===== src/rtl/adc_scan_pkg.sv =====
package adc_scan_pkg;
  typedef enum logic {
    ST_IDLE = 1'b0,
    ST_SCAN = 1'b1
  } scan_st_e;
endpackage


===== src/rtl/adc_scan_ctrl.sv =====
module adc_scan_ctrl
  import adc_scan_pkg::*;
#(
  parameter int unsigned SLOT_W = 2,
  parameter int unsigned GRP_W  = 1
) (
  input  logic              clk_i,
  input  logic              rst_ni,
  input  logic              start_set_i,
  input  logic              trig_i,
  input  logic              start_clr_i,
  input  logic [GRP_W-1:0]  grp_sel_i,
  input  logic [SLOT_W-1:0] ch_cnt_i,
  input  logic              conv_done_i,
  output logic              run_o,
  output logic [GRP_W-1:0]  grp_o,
  output logic [SLOT_W-1:0] slot_o,
  output logic              wr_en_o,
  output logic              pass_end_o
);
  scan_st_e          st_q;
  logic [GRP_W-1:0]  grp_q;
  logic [SLOT_W-1:0] last_q, slot_q;
  logic              go, accept;

  assign go         = (st_q == ST_IDLE) && (start_set_i || trig_i) && !start_clr_i;
  assign accept     = (st_q == ST_SCAN) && conv_done_i && !start_clr_i;
  assign pass_end_o = accept && (slot_q == last_q);
  assign wr_en_o    = accept;

  always_ff @(posedge clk_i or negedge rst_ni) begin
    if (!rst_ni) begin
      st_q   <= ST_IDLE;
      grp_q  <= '0;
      last_q <= '0;
      slot_q <= '0;
    end else if (start_clr_i) begin
      st_q   <= ST_IDLE;
      slot_q <= '0;
    end else if (go) begin
      // selection sampled only at the start edge
      st_q   <= ST_SCAN;
      grp_q  <= grp_sel_i;
      last_q <= ch_cnt_i;
      slot_q <= '0;
    end else if (accept) begin
      slot_q <= pass_end_o ? '0 : slot_q + 1'b1;
    end
  end

  assign run_o  = (st_q == ST_SCAN);
  assign grp_o  = grp_q;
  assign slot_o = slot_q;
endmodule


===== src/rtl/adc_scan_results.sv =====
module adc_scan_results #(
  parameter int unsigned DATA_W = 10,
  parameter int unsigned GRP_CH = 4,
  localparam int unsigned SLOT_W = $clog2(GRP_CH)
) (
  input  logic                     clk_i,
  input  logic                     rst_ni,
  input  logic                     wr_en_i,
  input  logic [SLOT_W-1:0]        slot_i,
  input  logic [DATA_W-1:0]        data_i,
  output logic [GRP_CH*DATA_W-1:0] res_o
);
  for (genvar s = 0; s < GRP_CH; s++) begin : g_slot
    logic [DATA_W-1:0] res_q;
    always_ff @(posedge clk_i or negedge rst_ni) begin
      if (!rst_ni)                                  res_q <= '0;
      else if (wr_en_i && slot_i == SLOT_W'(s))     res_q <= data_i;
    end
    assign res_o[s*DATA_W +: DATA_W] = res_q;
  end
endmodule


===== src/rtl/adc_scan_flag.sv =====
module adc_scan_flag (
  input  logic clk_i,
  input  logic rst_ni,
  input  logic set_i,
  input  logic clr_i,
  input  logic irq_en_i,
  output logic flag_o,
  output logic irq_o
);
  logic flag_q;

  always_ff @(posedge clk_i or negedge rst_ni) begin
    if (!rst_ni)     flag_q <= 1'b0;
    else if (set_i)  flag_q <= 1'b1;   // completion beats software clear
    else if (clr_i)  flag_q <= 1'b0;
  end

  assign flag_o = flag_q;
  assign irq_o  = flag_q & irq_en_i;
endmodule


===== src/rtl/adc_scan_seq.sv =====
module adc_scan_seq #(
  parameter int unsigned DATA_W  = 10,
  parameter int unsigned GRP_CH  = 4,
  parameter int unsigned NUM_GRP = 2,
  localparam int unsigned SLOT_W = $clog2(GRP_CH),
  localparam int unsigned GRP_W  = $clog2(NUM_GRP),
  localparam int unsigned CH_W   = SLOT_W + GRP_W
) (
  input  logic                     clk_i,
  input  logic                     rst_ni,
  input  logic                     start_set_i,
  input  logic                     trig_i,
  input  logic                     start_clr_i,
  input  logic [GRP_W-1:0]         grp_sel_i,
  input  logic [SLOT_W-1:0]        ch_cnt_i,
  input  logic                     irq_en_i,
  input  logic                     flag_clr_i,
  input  logic                     conv_done_i,
  input  logic [DATA_W-1:0]        conv_data_i,
  output logic                     conv_req_o,
  output logic [CH_W-1:0]          conv_ch_o,
  output logic                     start_o,
  output logic                     flag_o,
  output logic                     irq_o,
  output logic [GRP_CH*DATA_W-1:0] res_o
);
  logic              run, wr_en, pass_end;
  logic [GRP_W-1:0]  grp;
  logic [SLOT_W-1:0] slot;

  adc_scan_ctrl #(.SLOT_W(SLOT_W), .GRP_W(GRP_W)) u_ctrl (
    .clk_i       (clk_i),
    .rst_ni      (rst_ni),
    .start_set_i (start_set_i),
    .trig_i      (trig_i),
    .start_clr_i (start_clr_i),
    .grp_sel_i   (grp_sel_i),
    .ch_cnt_i    (ch_cnt_i),
    .conv_done_i (conv_done_i),
    .run_o       (run),
    .grp_o       (grp),
    .slot_o      (slot),
    .wr_en_o     (wr_en),
    .pass_end_o  (pass_end)
  );

  adc_scan_results #(.DATA_W(DATA_W), .GRP_CH(GRP_CH)) u_res (
    .clk_i   (clk_i),
    .rst_ni  (rst_ni),
    .wr_en_i (wr_en),
    .slot_i  (slot),
    .data_i  (conv_data_i),
    .res_o   (res_o)
  );

  adc_scan_flag u_flag (
    .clk_i    (clk_i),
    .rst_ni   (rst_ni),
    .set_i    (pass_end),
    .clr_i    (flag_clr_i),
    .irq_en_i (irq_en_i),
    .flag_o   (flag_o),
    .irq_o    (irq_o)
  );

  assign conv_req_o = run;
  assign start_o    = run;
  assign conv_ch_o  = {grp, slot};
endmodule


===== config.mk =====
export PLATFORM = sky130hd
export DESIGN_NAME = adc_scan_seq
export DESIGN_NICKNAME = d
export VERILOG_FILES = /design/src/rtl/adc_scan_pkg.sv /design/src/rtl/adc_scan_ctrl.sv /design/src/rtl/adc_scan_results.sv /design/src/rtl/adc_scan_flag.sv /design/src/rtl/adc_scan_seq.sv
export SDC_FILE = /design/constraint.sdc
export NUM_CORES = 1
export LEC_CHECK = 0
export BUFFER_PORTS_ARGS = -buffer_cell sky130_fd_sc_hd__buf_4
export CAP_MARGIN = 5
export CORE_MARGIN = 1
export CORE_UTILIZATION = 50
export CTS_CLUSTER_DIAMETER = 200
export DETAILED_ROUTE_END_ITERATION = 16
export GPL_TIMING_DRIVEN = 0
export HOLD_SLACK_MARGIN = 0.05
export PLACE_DENSITY = 0.8
export SYNTH_ARGS = -nofsm -noshare
export SYNTH_HDL_FRONTEND = slang
export SYNTH_SLANG_ARGS = --single-unit

===== constraint.sdc =====
create_clock -name clk_i -period 1.9 [get_ports clk_i]
set_clock_uncertainty 0.1 [all_clocks]
set_input_delay 0 -clock clk_i [delete_from_list [all_inputs] [get_ports clk_i]]
set_output_delay 0 -clock clk_i [all_outputs]
set_load 0.02 [all_outputs]

**Word-level counts from Yosys, hierarchy flattened**

Index checks and enable logic that the tools add are counted.

- Add/sub/neg operators: 1
- $mul: 0
- Div/mod/pow operators: 0
- Order comparisons: 0
- Equality and inequality tests: 4
- Shift operators: 0
- Muxes and demuxes: 8
- Bitwise operators: 3
- Reductions and logical operators: 16

Operator list:

| cell | count |
|---|---|
| $logic_and A1 B1 Y1 | 9 |
| $mux W2 | 4 |
| $eq A2 B2 Y1 const B | 2 |
| $mux W1 | 4 |
| $reduce_bool A2 Y1 | 2 |
| $reduce_bool A3 Y1 | 1 |
| $add A2 B1 Y2 const B | 1 |
| $eq A2 B1 Y1 const B | 1 |
| $eq A2 B2 Y1 | 1 |
| $logic_not A2 Y1 | 1 |
| $not A1 Y1 | 2 |
| $reduce_and A2 Y1 | 1 |
| $and A1 B1 Y1 | 1 |
| $logic_not A1 Y1 | 1 |
| $logic_or A1 B1 Y1 | 1 |

- Flip-flop bits (word level): 47
- Latch bits: 0
- Memory bits (writable): 0
- ROM bits: 0
- Bits of input ports: 21
- Output and inout bits: 47
- Word-level logic and storage cells: 41
- Memories kept: 0

**Logic depth before layout (Yosys ltp)**

Gate-level depths: netlist of run 1.

- Depth in word-level cells: 7
- Depth in mapped cells: 4
- Gate-level depth less buffers: 4

**Modules after synthesis**

A second synthesis of run 1 with hierarchy kept.

- Cell total of the unflattened synthesis: 123
- Area total of the unflattened synthesis: 2019.4 sq um

Modules (own cells, without submodules):

| module | times used | cells an instance | area an instance (sq um) | sequential area each (sq um) |
|---|---|---|---|---|
| adc_scan_results | 1 | 87 | 1597.8 | 1001.0 |
| adc_scan_ctrl | 1 | 30 | 364.1 | 150.1 |
| adc_scan_flag | 1 | 4 | 42.5 | 25.0 |
| adc_scan_seq | 1 | 2 | 15.0 | 0.0 |

**Worst setup path after synthesis of run 1**

No wires, ideal clock.

- Kind: register -> register
- From: reg u_ctrl.slot_q[0] (netlist: u_ctrl.slot_o[0])
- To: reg u_res.g_slot[0].res_q[0]
- Library setup time: 125 ps
- Arrival time: 1322 ps
- Data required time: 1675 ps
- Slack: 353 ps
- Cell stages (with the launch flop): 5
- Path buffers: 0
- Period minus slack after synthesis: 1547 ps
- Path through: dfrtp_1 -> inv_1 -> ha_1 -> nand2_8 -> mux2_4

- Longest elaborated chain between the ends: 2

Ends and longest elaborated chain:

| item | RTL line | text |
|---|---|---|
| start: declaration | adc_scan_ctrl.sv:23 | `logic [SLOT_W-1:0] last_q, slot_q;` |
| start signal: assignment | adc_scan_ctrl.sv:47 | `slot_q <= pass_end_o ? '0 : slot_q + 1'b1;` |
| $logic_not A2 Y1 | adc_scan_results.sv:17 | `else if (wr_en_i && slot_i == SLOT_W'(s)) res_q <= data_i;` |
| $logic_and A1 B1 Y1 | adc_scan_results.sv:17 |  |
| end signal: assignment | adc_scan_results.sv:17 |  |
| end: declaration | adc_scan_results.sv:14 | `logic [DATA_W-1:0] res_q;` |

No other way between the ends.
A chain may end at the register's enable or synchronous reset.

**Final worst setup path of run 1**

- From: reg u_ctrl.slot_q[0] (netlist: u_ctrl.slot_o[0])
- To: reg u_flag.flag_q (netlist: u_flag.flag_o)

- Longest elaborated chain between the ends: 3
- Elaborated cells on any way between the ends: 4
- Classes of those cells: eq/ne (1); mux (1); reduce/logical (2)

Ends and longest elaborated chain:

| item | RTL line | text |
|---|---|---|
| $eq A2 B2 Y1 (*) | adc_scan_ctrl.sv:28 | `assign pass_end_o = accept && (slot_q == last_q);` |
| $logic_and A1 B1 Y1 (*) | adc_scan_ctrl.sv:28 |  |
| $mux W1 or $reduce_bool A2 Y1 (tied branches) | -- |  |
| end signal: assignment | adc_scan_flag.sv:13 | `if (!rst_ni) flag_q <= 1'b0;` |
| end signal: assignment | adc_scan_flag.sv:14 | `else if (set_i) flag_q <= 1'b1;` |
| end signal: assignment | adc_scan_flag.sv:15 | `else if (clr_i) flag_q <= 1'b0;` |
| end: declaration | adc_scan_flag.sv:10 | `logic flag_q;` |

Every way passes the cells marked *; elsewhere a longest branch is shown, timed or not.

==> metrics.csv, run 1 <==
stage;metric;value;unit
outcome;status;finished clean;
logic_synthesis;synth_top_cell_area_share;56.2;%
logic_synthesis;avgSynthCellArea;17.0;um2
critical_path;crit_path_start_kind;flip-flop;
global_routing;grt_first_pass_wirelength;6.79;mm
final_layout;final_core_util;74.7;%
critical_path;required;2.03;ns
clocking;cts-buffers-inserted;5;
drt;wire_per_inst;16.4;um
clocking;post_cts.resized_instances;0;
placed_design;placed_area;0.00266;mm2
logic_synthesis;yosysWarnings;0;
drt;avgViaCountPerCell;5.00;
logic_synthesis;synthTopCellsByArea;dfrtp_1 (56%), mux2_4 (29%), nand2_8 (3.8%), ha_1 (2.4%), mux2_2 (1.6%);
drt;num_vias;1345;
die;coreArea;0.00400;mm2
logic_synthesis;ys_types;19;
global_routing;grt_antenna_before_repair;0;
timing;hold_violations;0;
timing;setup_viol;0;
global_routing;grt_usage;21.1;%
timing;timing.final.ws_setup;0.160;ns
die;fp-row-count;23;
drt;postRouteAntennaNets;0;
final_layout;nets;243;
final_layout;num_antenna_cells;0;
min_path;hp-class;in2async;
die;chipHeight;66.7;um
die;initial_core_util;52.4;%
timing;worst_slew_pin_slew;0.588;ns
critical_path;crit_path_max_fanout;7;
placed_design;gp_congestion;0.731;
die;io_pins;68;
drt;drt-total-wl;4.42;mm
timing;whs;0.155;ns
logic_synthesis;syn_area;0.00209;mm2
critical_path;cp.arrival;1.87;ns
clocking;cts_setup_buffers;0;
logic_synthesis;ys_ff_latch;47;
placed_design;dp_hpwl;2.92;mm
critical_path;end_kind;flip-flop;
timing;fmax;575;MHz
clocking;clock_latency;0.29;ns
logic_synthesis;synth_largest_area_cell;dfrtp_1;
final_layout;layout-drive-gt1-share;57.1;%
global_routing;grt_pass1_vias;1383;
clocking;cts-root-buf;clkbuf_8;
final_layout;area_growth;42.7;%
logic_synthesis;syn_inst;123;
power;power.density;880;mW/mm2
power;power_leakage;1.60;nW
clocking;clk_pin_slew_worst_paths;0.08;ns
timing;rsz0062_at_grt;false;
die;die-area;0.00445;mm2
clocking;cts_tree;yes;
timing;tns;0;ns
clocking;cts_htree_levels;2;
logic_synthesis;ys_seq_area_share;56.2;%
placed_design;dp_slack;0.341;ns
drt;dr.pass1.iters;4;
global_routing;grt_max_degree;48;
clocking;cts_buffer_depth;2;
final_layout;final_common_cell;buf_4;
timing;final_max_slew_viol_count;0;
drt;drc;0;
timing;max_slew_margin;60.8;%
timing;period_share;91.6;%
clocking;clock_sink_count;47;
power;irDropWorstVdd;0.601;mV
die;die_w;66.7;um
critical_path;crit_type;reg2reg;
run;cap_violations;0;
logic_synthesis;syn_nets;148;
placed_design;port-buffer-count;67;
timing;fin_crit;1.74;ns
global_routing;grt_overflow;0;
final_layout;layout_common_cells;buf_4 (69), dfrtp_1 (47), mux2_4 (40);
final_layout;final_design_area_no_fill;0.00299;mm2
drt;drtIter0Drc;75;
registers in the layout (all words and copies together), names as in the netlist:
register	count
u_res.g_slot.res_q	40
u_ctrl.grp_o	1
u_ctrl.last_q	2
u_ctrl.slot_o	2
u_ctrl.run_o	1
u_flag.flag_o	1
metal layers:
layer	vias up	track usage (%)	routed length, um
met5	-	0	0
met4	0	5.59	14
met1	683	27.1	1940
li1	614	-	-
met3	2	5.14	211
met2	46	35.5	2250
area by class of cell:
class | count | area [um2]
inverter | 4 | 15.0
timing repair buffer | 88 | 713
tap | 50 | 62.6
clock buffer | 6 | 82.6
clock inverter | 2 | 35.0
fill | 241 | 1010
sequential | 47 | 1180
multi-input combinational | 69 | 877
buffer | 3 | 26.3
critical path, stage by stage (launching register included):
cell and delay [ns]:
dfrtp_1 0.48, xnor2_1 0.19, nand2_1 0.11, o32ai_1 0.23, dlygate4sd3_1 0.58
kinds of logic after synthesis:
group	after synthesis	synth area share, %
buf+inv	7	1.97
compound gates	5	1.73
simple gates	15	6.63
mux	43	30.3
flops	47	56.2
xor+xnor	2	0.836
fa+ha+maj	4	2.39
where the power goes:
| group | total [W] | switching [W] | internal [W] |
|---|---|---|---|
| combinational | 0.000681 | 0.000306 | 0.000375 |
| clock | 0.000744 | 0.000318 | 0.000426 |
| sequential | 0.00120 | 0.0000822 | 0.00112 |
final timing paths:
kind                                                              to                                 start  slack [ns]  cells after the start
worst max-delay path                       u_flag.flag_o$_DFFE_PN0P_          u_ctrl.slot_o[0]$_DFFE_PN0P_        0.16                      4
worst min-delay path            u_res.g_slot[0].res_q[5]$_DFFE_PN0P_                                rst_ni        0.16                      2
worst max register to register             u_flag.flag_o$_DFFE_PN0P_          u_ctrl.slot_o[0]$_DFFE_PN0P_        0.16                      4
worst min register to register  u_res.g_slot[1].res_q[0]$_DFFE_PN0P_  u_res.g_slot[1].res_q[0]$_DFFE_PN0P_        0.41                      1
max in group asynchronous       u_res.g_slot[1].res_q[8]$_DFFE_PN0P_                                rst_ni        1.15                      2
min in group clk_i                          u_ctrl.grp_o$_DFFE_PN0P_                                trig_i        0.16                      3
timing repair:
item | in CTS | in global routing
endpoints found under the hold margin | 94 | 0
hold buffers | 21 | 0
endpoints found under the setup margin | 0 | 0
cell usage after synthesis:
cell type / number
nand2_8: 4
a21oi_1: 1
o32ai_1: 1
o21ai_0: 1
nand2_1: 2
buf_6: 1
inv_1: 4
o2bb2ai_1: 2
mux2_4: 40
buf_4: 2
nand2b_1: 2
xnor2_1: 2
nor3_1: 2
dfrtp_1: 47
and2_1: 2
and3b_1: 1
nor2_1: 2
mux2_2: 3
ha_1: 4
stage by stage:
step | total power (W) | std cells
floorplan | 0.00158 | 123
global placement | 0.00185 | 240
detailed placement | 0.00187 | 240
CTS | 0.00265 | 269
global route | 0.00274 | 269
finish | 0.00263 | 269
(Power assumes the default switching activity.)
==> inputs of run 2 (changes only) <==
Settings changed: BUFFER_PORTS_ARGS -buffer_cell sky130_fd_sc_hd__buf_4 to -buffer_cell sky130_fd_sc_hd__buf_2.
==> run 2 against run 1 <==
Clock-buffer cell count stayed put. Critical path type unchanged. Clock power is 19% lower. Combinational power is 12% lower. Maximum frequency is 0.89% higher. Cell count is 0.37% lower. Largest cell class unchanged.
==> metrics.csv, run 2 (same netlist as run 1, synthesis figures left out) <==
stage;metric;value;unit
clocking;cts-root-buf;clkbuf_8;
critical_path;end_kind;flip-flop;
critical_path;timing.rr.end;u_flag.flag_o$_DFFE_PN0P_;
final_layout;largest_register;u_res.g_slot.res_q;
critical_path;crit_path_max_fanout;7;
power;power.density;862;mW/mm2
placed_design;gp_congestion;0.699;
drt;avgViaCountPerCell;5.02;
power;power_leakage;1.56;nW
placed_design;dp_hpwl;2.97;mm
drt;dr_wl_met2;2.24;mm
power;power_switching;0.000699;W
clocking;cts_tree;yes;
final_layout;nFillCells;270;
global_routing;grt_usage;22.0;%
power;internal_power;0.00171;W
timing;final_max_slew_viol_count;0;
timing;setup_viol;0;
final_layout;layout-drive-gt1-share;56.9;%
clocking;cts_htree_levels;2;
final_layout;layout_common_cells;buf_2 (67), dfrtp_1 (47), mux2_4 (40);
clocking;clock_sink_count;47;
clocking;post_cts.resized_instances;0;
critical_path;setup.worst_path.start;u_ctrl.slot_o[0]$_DFFE_PN0P_;
timing;fin_crit;1.72;ns
critical_path;cp.arrival;1.87;ns
global_routing;grt_overflow;0;
global_routing;grt_pass1_vias;1386;
critical_path;crit_type;reg2reg;
critical_path;crit_path_start_kind;flip-flop;
drt;highest_layer;met4;
final_layout;area_growth;33.2;%
timing;hold_violations;0;
timing;whs;0.152;ns
die;coreArea;0.00400;mm2
critical_path;crit_slowest_cell;dlygate4sd3_1;
drt;postRouteAntennaNets;0;
drt;met1_length;1.88;mm
critical_path;cp_slowest_stage_delay;0.57;ns
min_path;min_to;u_ctrl.last_q[1]$_DFFE_PN0P_;
timing;fmax;580;MHz
timing;max_slew_margin;34.3;%
clocking;cts-buffers-inserted;5;
critical_path;worst_r2r_path_depth;4;
power;pwr-share-clk;25.1;%
placed_design;dp_slack;0.329;ns
final_layout;final_common_cell;buf_2;
clocking;cts_buffer_depth;2;
critical_path;required;2.04;ns
drt;drt-total-wl;4.40;mm
power;netSwitchingFraction;29.1;%
clocking;clk_pin_slew_worst_paths;0.08;ns
die;initial_core_util;52.4;%
timing;worst_slew_pin_slew;0.985;ns
final_layout;num_antenna_cells;0;
timing;timing.final.ws_setup;0.175;ns
power;irDropWorstVdd;0.706;mV
timing;rsz0062_at_grt;false;
global_routing;grt_first_pass_wirelength;6.92;mm
min_path;hp-class;in2reg;
power;combinationalPowerShare;24.9;%
critical_path;rr_startpoint;u_ctrl.slot_o[0]$_DFFE_PN0P_;
power;seqPwrFrac;50.0;%
drt;wire_per_inst;16.4;um
final_layout;nets;243;
die;die_w;66.7;um
min_path;min_from;trig_i;
critical_path;cp_cell_sequence;xnor2_1, nand2_1, o32ai_1, dlygate4sd3_1;
drt;drc;0;
power;finalPower;0.00241;W
placed_design;port-buffer-count;67;
global_routing;grt_antenna_before_repair;0;
drt;wl_met3;221;um
drt;drtIter0Drc;29;
min_path;hold-path-cell-count;3;
drt;num_vias;1346;
global_routing;grt_max_degree;48;
die;die-area;0.00445;mm2
die;io_pins;68;
critical_path;rrSetupSlack;0.18;ns
outcome;status;finished clean;
clocking;clock_latency;0.30;ns
die;chipHeight;66.7;um
timing;tns;0;ns
drt;dr.pass1.iters;4;
run;cap_violations;0;
final_layout;largest_reg_flops;40;
timing;period_share;90.8;%
die;fp-row-count;23;
## run 2: cell types whose count changed in the layout (fill, tap and decap cells not counted), sizes merged
cell    previous run  this run
bufinv             1         0
## run 2: timing repair
item | CTS | global route
hold buffers | 21 | 0
buffers inserted | 0 | 0
hold endpoints to repair | 94 | 0
## run 2: layout make-up
type                            count  area (um2)  share of cell area [%]
Inverter                            4        15.0                   0.538
Clock buffer                        6        82.6                    2.96
Sequential cell                    47        1180                    42.2
Timing Repair Buffer               88         546                    19.6
Buffer                              3        26.3                   0.942
Multi-Input combinational cell     69         877                    31.4
Tap cell                           50        62.6                    2.24
Clock inverter                      1        5.00                   0.179
## run 2: worst max path at each step
stage / slack (ns) / endpoint
floorplan: 0.35 / u_res.g_slot[0].res_q[0]$_DFFE_PN0P_
global placement: 0.41 / u_res.g_slot[2].res_q[0]$_DFFE_PN0P_
detailed placement: 0.33 / u_res.g_slot[2].res_q[6]$_DFFE_PN0P_
CTS: 0.18 / u_flag.flag_o$_DFFE_PN0P_
global route: 0.06 / u_flag.flag_o$_DFFE_PN0P_
finish: 0.18 / u_flag.flag_o$_DFFE_PN0P_
## run 2: critical path, delay by kind of cell, from the launching register on
kind	cells	cell delay (ns)
compound gates	1	0.20
simple gates	1	0.11
buf+inv	1	0.57
xor+xnor	1	0.20
flops	1	0.49
## run 2: power groups by stage
stage	Sequential, W	Clock (W)	Combinational (W)
4_1_cts	0.00120	0.000616	0.000605
2_1_floorplan	0.00135	0	0.000229
6_report	0.00120	0.000604	0.000599
3_3_place_gp	0.00121	0	0.000554
3_5_place_dp	0.00122	0	0.000569
5_1_grt	0.00122	0.000656	0.000640
## run 2: stage by stage
step	instances	util (%)	area (um2)
after floorplan	123	-	2090
after global placement	240	62.3	2490
after detailed placement	240	62.3	2490
after CTS	268	69.8	2790
after global routing	268	69.8	2790
final	268	69.8	2790
## run 2: per-layer routing
metal	global-route usage (%)	vias up
li1	-	614
met1	26.4	677
met2	38.5	48
met3	6.34	7
met4	5.59	0
met5	0	-
